==> src/rtl/wdt_pkg.sv <==
package wdt_pkg;
    localparam int ADDR_W = 6;
    localparam int DATA_W = 32;

    localparam logic [ADDR_W-1:0] OFF_PL1  = 6'h00;
    localparam logic [ADDR_W-1:0] OFF_PL2  = 6'h04;
    localparam logic [ADDR_W-1:0] OFF_KEY  = 6'h0C;
    localparam logic [ADDR_W-1:0] OFF_STAT = 6'h0D;
    localparam logic [ADDR_W-1:0] OFF_CFG  = 6'h10;
    localparam logic [ADDR_W-1:0] OFF_CNT  = 6'h14;
    localparam logic [ADDR_W-1:0] OFF_LOCK = 6'h18;

    localparam logic [7:0] KEY_FIRST  = 8'h80;
    localparam logic [7:0] KEY_SECOND = 8'h86;

    typedef enum logic [1:0] {
        U_IDLE,
        U_KEY1,
        U_OPEN
    } unlock_e;

    typedef enum logic [1:0] {
        T_OFF,
        T_ST1,
        T_ST2,
        T_DONE
    } tstate_e;
endpackage

==> src/rtl/wdt_unlock.sv <==
module wdt_unlock
    import wdt_pkg::*;
(
    input  logic       clk,
    input  logic       rst_n,
    input  logic       key_wr,
    input  logic [7:0] key_byte,
    input  logic       prot_wr,
    output logic       open
);
    unlock_e st_q, st_d;

    always_ff @(posedge clk or negedge rst_n) begin
        if (!rst_n) st_q <= U_IDLE;
        else        st_q <= st_d;
    end

    always_comb begin
        st_d = st_q;
        if (key_wr) begin
            if (key_byte == KEY_FIRST)
                st_d = U_KEY1;
            else if (st_q == U_KEY1 && key_byte == KEY_SECOND)
                st_d = U_OPEN;
            else
                st_d = U_IDLE;
        end else if (prot_wr && st_q == U_OPEN) begin
            st_d = U_IDLE;
        end
    end

    assign open = (st_q == U_OPEN);
endmodule

==> src/rtl/wdt_core.sv <==
module wdt_core
    import wdt_pkg::*;
#(
    parameter int CNT_W      = 32,
    parameter int SLOW_SHIFT = 15,
    parameter int FAST_SHIFT = 5
) (
    input  logic             clk,
    input  logic             rst_n,
    input  logic             en,
    input  logic             reload,
    input  logic             fast_sel,
    input  logic             periodic,
    input  logic [CNT_W-1:0] pl1,
    input  logic [CNT_W-1:0] pl2,
    output logic [CNT_W-1:0] cnt,
    output logic             fire
);
    localparam logic [SLOW_SHIFT-1:0] SLOW_MASK = '1;
    localparam logic [SLOW_SHIFT-1:0] FAST_MASK =
        {{(SLOW_SHIFT-FAST_SHIFT){1'b0}}, {FAST_SHIFT{1'b1}}};

    tstate_e               st_q, st_d;
    logic [CNT_W-1:0]      cnt_q, cnt_d;
    logic [SLOW_SHIFT-1:0] presc_q, presc_d;
    logic                  tick;

    always_ff @(posedge clk or negedge rst_n) begin
        if (!rst_n) begin
            st_q    <= T_OFF;
            cnt_q   <= '0;
            presc_q <= '0;
        end else begin
            st_q    <= st_d;
            cnt_q   <= cnt_d;
            presc_q <= presc_d;
        end
    end

    always_comb begin
        if (fast_sel) tick = ((presc_q & FAST_MASK) == FAST_MASK);
        else          tick = (presc_q == SLOW_MASK);
    end

    always_comb begin
        st_d    = st_q;
        cnt_d   = cnt_q;
        presc_d = presc_q;
        fire    = 1'b0;
        if (!en) begin
            st_d    = T_OFF;
            presc_d = '0;
            if (reload) cnt_d = pl1;
        end else if (reload || st_q == T_OFF) begin
            st_d    = T_ST1;
            cnt_d   = pl1;
            presc_d = '0;
        end else begin
            unique case (st_q)
                T_ST1: begin
                    presc_d = presc_q + 1'b1;
                    if (tick) begin
                        if (cnt_q == '0) begin
                            st_d  = T_ST2;
                            cnt_d = pl2;
                        end else begin
                            cnt_d = cnt_q - 1'b1;
                        end
                    end
                end
                T_ST2: begin
                    presc_d = presc_q + 1'b1;
                    if (tick) begin
                        if (cnt_q == '0) begin
                            fire = 1'b1;
                            if (periodic) begin
                                st_d  = T_ST1;
                                cnt_d = pl1;
                            end else begin
                                st_d = T_DONE;
                            end
                        end else begin
                            cnt_d = cnt_q - 1'b1;
                        end
                    end
                end
                T_DONE: st_d = T_DONE;
                T_OFF:  st_d = T_ST1;
                default: st_d = T_OFF;
            endcase
        end
    end

    assign cnt = cnt_q;
endmodule

==> src/rtl/wdt_twostage.sv <==
module wdt_twostage
    import wdt_pkg::*;
#(
    parameter int CNT_W      = 32,
    parameter int SLOW_SHIFT = 15,
    parameter int FAST_SHIFT = 5
) (
    input  logic              clk,
    input  logic              por_n,
    input  logic              rst_n,
    input  logic              wr_en,
    input  logic [ADDR_W-1:0] addr,
    input  logic [DATA_W-1:0] wdata,
    output logic [DATA_W-1:0] rdata,
    output logic              rst_req,
    output logic              rst_cold,
    output logic              tmo_out
);
    logic             sys_rst_n;
    logic             wr_pl1, wr_pl2, wr_stat, wr_cfg, wr_lock, key_wr;
    logic             prot_wr, prot_go, ul_open;
    logic             reload_go, flag_clr, fire;
    logic [CNT_W-1:0] pl1_q, pl2_q, cnt;
    logic [5:2]       cfg_q;
    logic             lock_q, en_q, periodic_q;
    logic             flag_q, tmo_q;

    assign sys_rst_n = rst_n & por_n;

    assign key_wr  = wr_en && addr == OFF_KEY;
    assign wr_pl1  = wr_en && addr == OFF_PL1;
    assign wr_pl2  = wr_en && addr == OFF_PL2;
    assign wr_stat = wr_en && addr == OFF_STAT;
    assign wr_cfg  = wr_en && addr == OFF_CFG;
    assign wr_lock = wr_en && addr == OFF_LOCK;

    assign prot_wr   = wr_pl1 | wr_pl2 | wr_stat;
    assign prot_go   = prot_wr && ul_open;
    assign reload_go = prot_go && wr_stat && wdata[0];
    assign flag_clr  = prot_go && wr_stat && wdata[1];

    wdt_unlock u_unlock (
        .clk      (clk),
        .rst_n    (sys_rst_n),
        .key_wr   (key_wr),
        .key_byte (wdata[7:0]),
        .prot_wr  (prot_wr),
        .open     (ul_open)
    );

    wdt_core #(
        .CNT_W      (CNT_W),
        .SLOW_SHIFT (SLOW_SHIFT),
        .FAST_SHIFT (FAST_SHIFT)
    ) u_core (
        .clk      (clk),
        .rst_n    (sys_rst_n),
        .en       (en_q),
        .reload   (reload_go),
        .fast_sel (cfg_q[2]),
        .periodic (periodic_q),
        .pl1      (pl1_q),
        .pl2      (pl2_q),
        .cnt      (cnt),
        .fire     (fire)
    );

    // Preloads and configuration: cleared by system reset
    always_ff @(posedge clk or negedge sys_rst_n) begin
        if (!sys_rst_n) begin
            pl1_q <= '0;
            pl2_q <= '0;
            cfg_q <= '0;
        end else begin
            if (prot_go && wr_pl1 && !lock_q) pl1_q <= wdata[CNT_W-1:0];
            if (prot_go && wr_pl2 && !lock_q) pl2_q <= wdata[CNT_W-1:0];
            if (wr_cfg && !lock_q)            cfg_q <= wdata[5:2];
        end
    end

    // Lock register and sticky flag: power-on reset only
    always_ff @(posedge clk or negedge por_n) begin
        if (!por_n) begin
            lock_q     <= 1'b0;
            en_q       <= 1'b0;
            periodic_q <= 1'b0;
            flag_q     <= 1'b0;
        end else begin
            if (wr_lock && !lock_q) begin
                lock_q     <= wdata[0];
                en_q       <= wdata[1];
                periodic_q <= wdata[2];
            end
            if (fire)          flag_q <= 1'b1;
            else if (flag_clr) flag_q <= 1'b0;
        end
    end

    // Expiry outputs
    always_ff @(posedge clk or negedge sys_rst_n) begin
        if (!sys_rst_n) begin
            rst_req <= 1'b0;
            tmo_q   <= 1'b0;
        end else begin
            rst_req <= fire && cfg_q[4];
            if (fire && cfg_q[5])          tmo_q <= 1'b1;
            else if (reload_go || !en_q)   tmo_q <= 1'b0;
        end
    end

    assign tmo_out  = tmo_q;
    assign rst_cold = cfg_q[3];

    always_comb begin
        rdata = '0;
        case (addr)
            OFF_PL1:  rdata = DATA_W'(pl1_q);
            OFF_PL2:  rdata = DATA_W'(pl2_q);
            OFF_STAT: rdata = {30'd0, flag_q, 1'b0};
            OFF_CFG:  rdata = {26'd0, cfg_q, 2'b00};
            OFF_CNT:  rdata = DATA_W'(cnt);
            OFF_LOCK: rdata = {29'd0, periodic_q, en_q, lock_q};
            default:  rdata = '0;
        endcase
    end
endmodule

==> config.mk <==
export PLATFORM = sky130hd
export DESIGN_NAME = wdt_twostage
export DESIGN_NICKNAME = d
export VERILOG_FILES = /design/src/rtl/wdt_pkg.sv /design/src/rtl/wdt_unlock.sv /design/src/rtl/wdt_core.sv /design/src/rtl/wdt_twostage.sv
export SDC_FILE = /design/constraint.sdc
export NUM_CORES = 1
export LEC_CHECK = 0
export BUFFER_PORTS_ARGS = -buffer_cell sky130_fd_sc_hd__buf_4
export CORE_MARGIN = 3
export CORE_UTILIZATION = 35
export DETAILED_ROUTE_END_ITERATION = 12
export PLACE_DENSITY = 0.63
export SLEW_MARGIN = 20
export SYNTH_ARGS = -nofsm -noshare
export SYNTH_HDL_FRONTEND = slang
export SYNTH_HIERARCHICAL = 1
export SYNTH_SLANG_ARGS = --single-unit
==> constraint.sdc <==
create_clock -name clk -period 5.85 [get_ports clk]
set_input_delay 0.2925 -clock clk [delete_from_list [all_inputs] [get_ports clk]]
set_output_delay 0.2925 -clock clk [all_outputs]
set_load 0.1 [all_outputs]
==> flow_summary.json <==
{
  "status": "completed",
  "cts_tree": "yes",
  "clock_sinks": 125,
  "drtIter0Drc": 527,
  "synth_common_cells": "dfrtp_1 (125), mux2_2 (51), o21ai_0 (44)",
  "avgRoutedWirePerCell_um": 19.75,
  "cp_slowest_stage_delay_ps": 780,
  "rsz0062_at_grt": "no",
  "antenna_found_initial": 0,
  "dpl_cell_area_um2": 8105,
  "core_um2": 20490,
  "ys_types": 75,
  "fin_skew_ps": 5.462,
  "max_cap_viol_count": 0,
  "die_h_um": 151.4,
  "path_class": "flop to flop",
  "final_util_pct": 42.15,
  "grtUsageTotal_pct": 18.76,
  "grt_first_pass_wirelength_um": 33640,
  "power_density_nw_per_um2": 300.2,
  "layout-drive-gt1-share_pct": 25.76,
  "slew_viol_final": 0,
  "crit_fanout": 26,
  "start_util_pct": 36.12,
  "remaining_drc_errors": 0,
  "netlist_instances": 725,
  "start_kind": "flop",
  "synth_ff_type": "dfrtp_1",
  "p_leak_nw": 3.922,
  "fin_ws_ps": 1797,
  "die_x_um": 151.4,
  "ys_top_cells_by_area": "dfrtp_1 (42%), mux2_2 (7.8%), a221o_1 (3.8%)",
  "postSynthAreaPerCell_um2": 10.21,
  "maxSlewHeadroom_pct": 27.27,
  "finalWirelength_um": 20970,
  "reg2reg_to": "u_core/cnt[26]$_DFFE_PN0P_",
  "synth-seq-area-share_pct": 42.26,
  "io_pins": 77,
  "clockBufferDepth": 2,
  "report.final.hold_viol_count": 0,
  "cts_inserted_buffers": 17,
  "post-route-cell-area_um2": 8638,
  "grt_start_max_net_pins": 63,
  "io_buffers": 76,
  "ir_drop_v": 0.0002740,
  "cts-resized-gates": 0,
  "synth.cell_area_um2": 7402,
  "slowest_stage": "a31o_1",
  "dieArea_um2": 22930,
  "syn_nets": 774,
  "grt_pass1_vias": 6018,
  "ys_ff_latch": 125,
  "setup_viol": 0,
  "fmax_mhz": 246.7,
  "synth_edf_count": 0,
  "cts-root-buf": "clkbuf_16",
  "ant_nets": 0,
  "vias": 6176,
  "period_share_pct": 69.29,
  "final.min_clock_period_ps": 4053,
  "postCtsHoldBufs": 1,
  "r2r_start": "u_core/cnt[12]$_DFFE_PN0P_",
  "critical_path_required_ps": 6170,
  "synth.most_common_cell": "dfrtp_1",
  "path_clk_slew_ps": 60,
  "end_kind": "flop",
  "nNetsFinal": 830,
  "r2r_cells": 7,
  "htree_levels": 4,
  "core.rowCount": 52,
  "gp_congestion": 0.9033,
  "post_cts_buffers": 0,
  "whs_ps": 100.8,
  "async_reset_ff_share_pct": 100.0,
  "tns_ps": 0,
  "arrival_ps": 4370,
  "rrSetupSlack_ps": 1800,
  "clkLatencyLatePin_ps": 420,
  "antennaDiodeCount": 0,
  "hpwl_um": 13930,
  "drt-pass1-iter-count": 5,
  "n_fill_cell": 2036,
  "synth_top_area_cell": "dfrtp_1",
  "tightest_slew_ps": 1081,
  "viasPerCell": 5.815,
  "grt_overflow": 0,
  "ys_warn_count": 6,
  "synth_top_area_share_pct": 42.26,
  "detailedPlace.worstSlack_ps": 1795,
  "hp-class": "input port to asynchronous set/reset pin",
  "syn_to_final_growth_pct": 16.70,
  "crit_path_cell_trace": "or4_1 > or3_1 > nor3_4 > a31o_1 > buf_4 > nor2_1 > a211oi_1"
}
-- cell type report --
type	instances	area [um2]	area share [%]
multi-input combinational	535	3930	45.50
sequential	125	3128	36.21
timing repair buffer	89	670.6	7.764
clock buffer	21	450.4	5.214
tap	270	337.8	3.911
clock inverter	9	72.57	0.8401
inverter	13	48.80	0.5649
-- through the flow --
step                total power [mW]  std cells
floorplan                      1.481        725
global placement               1.624       1031
detailed placement             1.634       1031
CTS                            2.595       1062
global route                   2.722       1062
finish                         2.593       1062
-- report_power, final --
| part | internal (mW) | total, mW | switching, mW |
|---|---|---|---|
| Clock | 0.583 | 0.961 | 0.378 |
| Combinational | 0.222 | 0.574 | 0.352 |
| Sequential | 0.947 | 1.06 | 0.111 |
| Total | 1.75 | 2.59 | 0.841 |
-- cells in the final DEF, fill, tap and decap left out, drive strengths merged, types with 8 or more instances in the layout --
cell type	synthesis	final
nand3	33	33
and3	32	32
mux2	71	71
clkbuf	19	21
a221o	28	28
xor2	12	12
nor4	17	17
nand4	18	18
inv	13	13
a21oi	29	29
nor2	42	42
buf	33	88
o21ai	45	45
a211oi	11	11
xnor2	8	8
dfrtp	125	125
mux2i	10	10
nor3	22	22
nand2	38	38
or3	8	8
-- worst max-delay path: cells and delay by family, from the launching register on --
kind / cells / cell delay [ps]
flops: 1 / 460
simple gates: 4 / 2030
buf+inv: 1 / 380
compound gates: 2 / 1060
-- routing by layer --
layer	track usage (%)	wire length [um]	vias up
met1	27.22	10030	3044
met3	3.501	1181	27
met2	28.32	9417	223
li1	-	-	2882
met5	0	0	-
met4	5.848	344	0
-- how the worst max path moves through the flow --
stage | start | endpoint | slack [ps] | cells after the start
floorplan | por_n | cfg_q[2]$_DFFE_PN0P_ | 1720 | 1
global placement | u_core/cnt[12]$_DFFE_PN0P_ | u_core/cnt[26]$_DFFE_PN0P_ | 1950 | 7
detailed placement | u_core/cnt[12]$_DFFE_PN0P_ | u_core/cnt[26]$_DFFE_PN0P_ | 1790 | 7
CTS | u_core/cnt[12]$_DFFE_PN0P_ | u_core/cnt[26]$_DFFE_PN0P_ | 1770 | 7
global route | u_core/cnt[12]$_DFFE_PN0P_ | u_core/cnt[26]$_DFFE_PN0P_ | 1580 | 7
finish | u_core/cnt[12]$_DFFE_PN0P_ | u_core/cnt[26]$_DFFE_PN0P_ | 1800 | 7
-- kinds of logic after synthesis --
kind of cell	Yosys count	share of synthesized area, %
AO/OA/AOI/OAI	177	17.07
XOR/XNOR	20	2.366
adder cells (fa/ha/maj)	7	1.183
buffers and inverters	65	4.682
flip-flops	125	42.26
multiplexers	81	12.86
AND/OR/NAND/NOR	250	19.57
-- flip-flops by register name, indices dropped and copies added, names as in the netlist --
signal,count
cfg_q,4
en_q,1
flag_q,1
lock_q,1
periodic_q,1
pl1_q,32
pl2_q,32
rst_req,1
tmo_out,1
u_core/cnt,32
u_core/presc_q,15
u_core/st_q,2
u_unlock/st_q,2
Power figures use the tool's default switching activity.
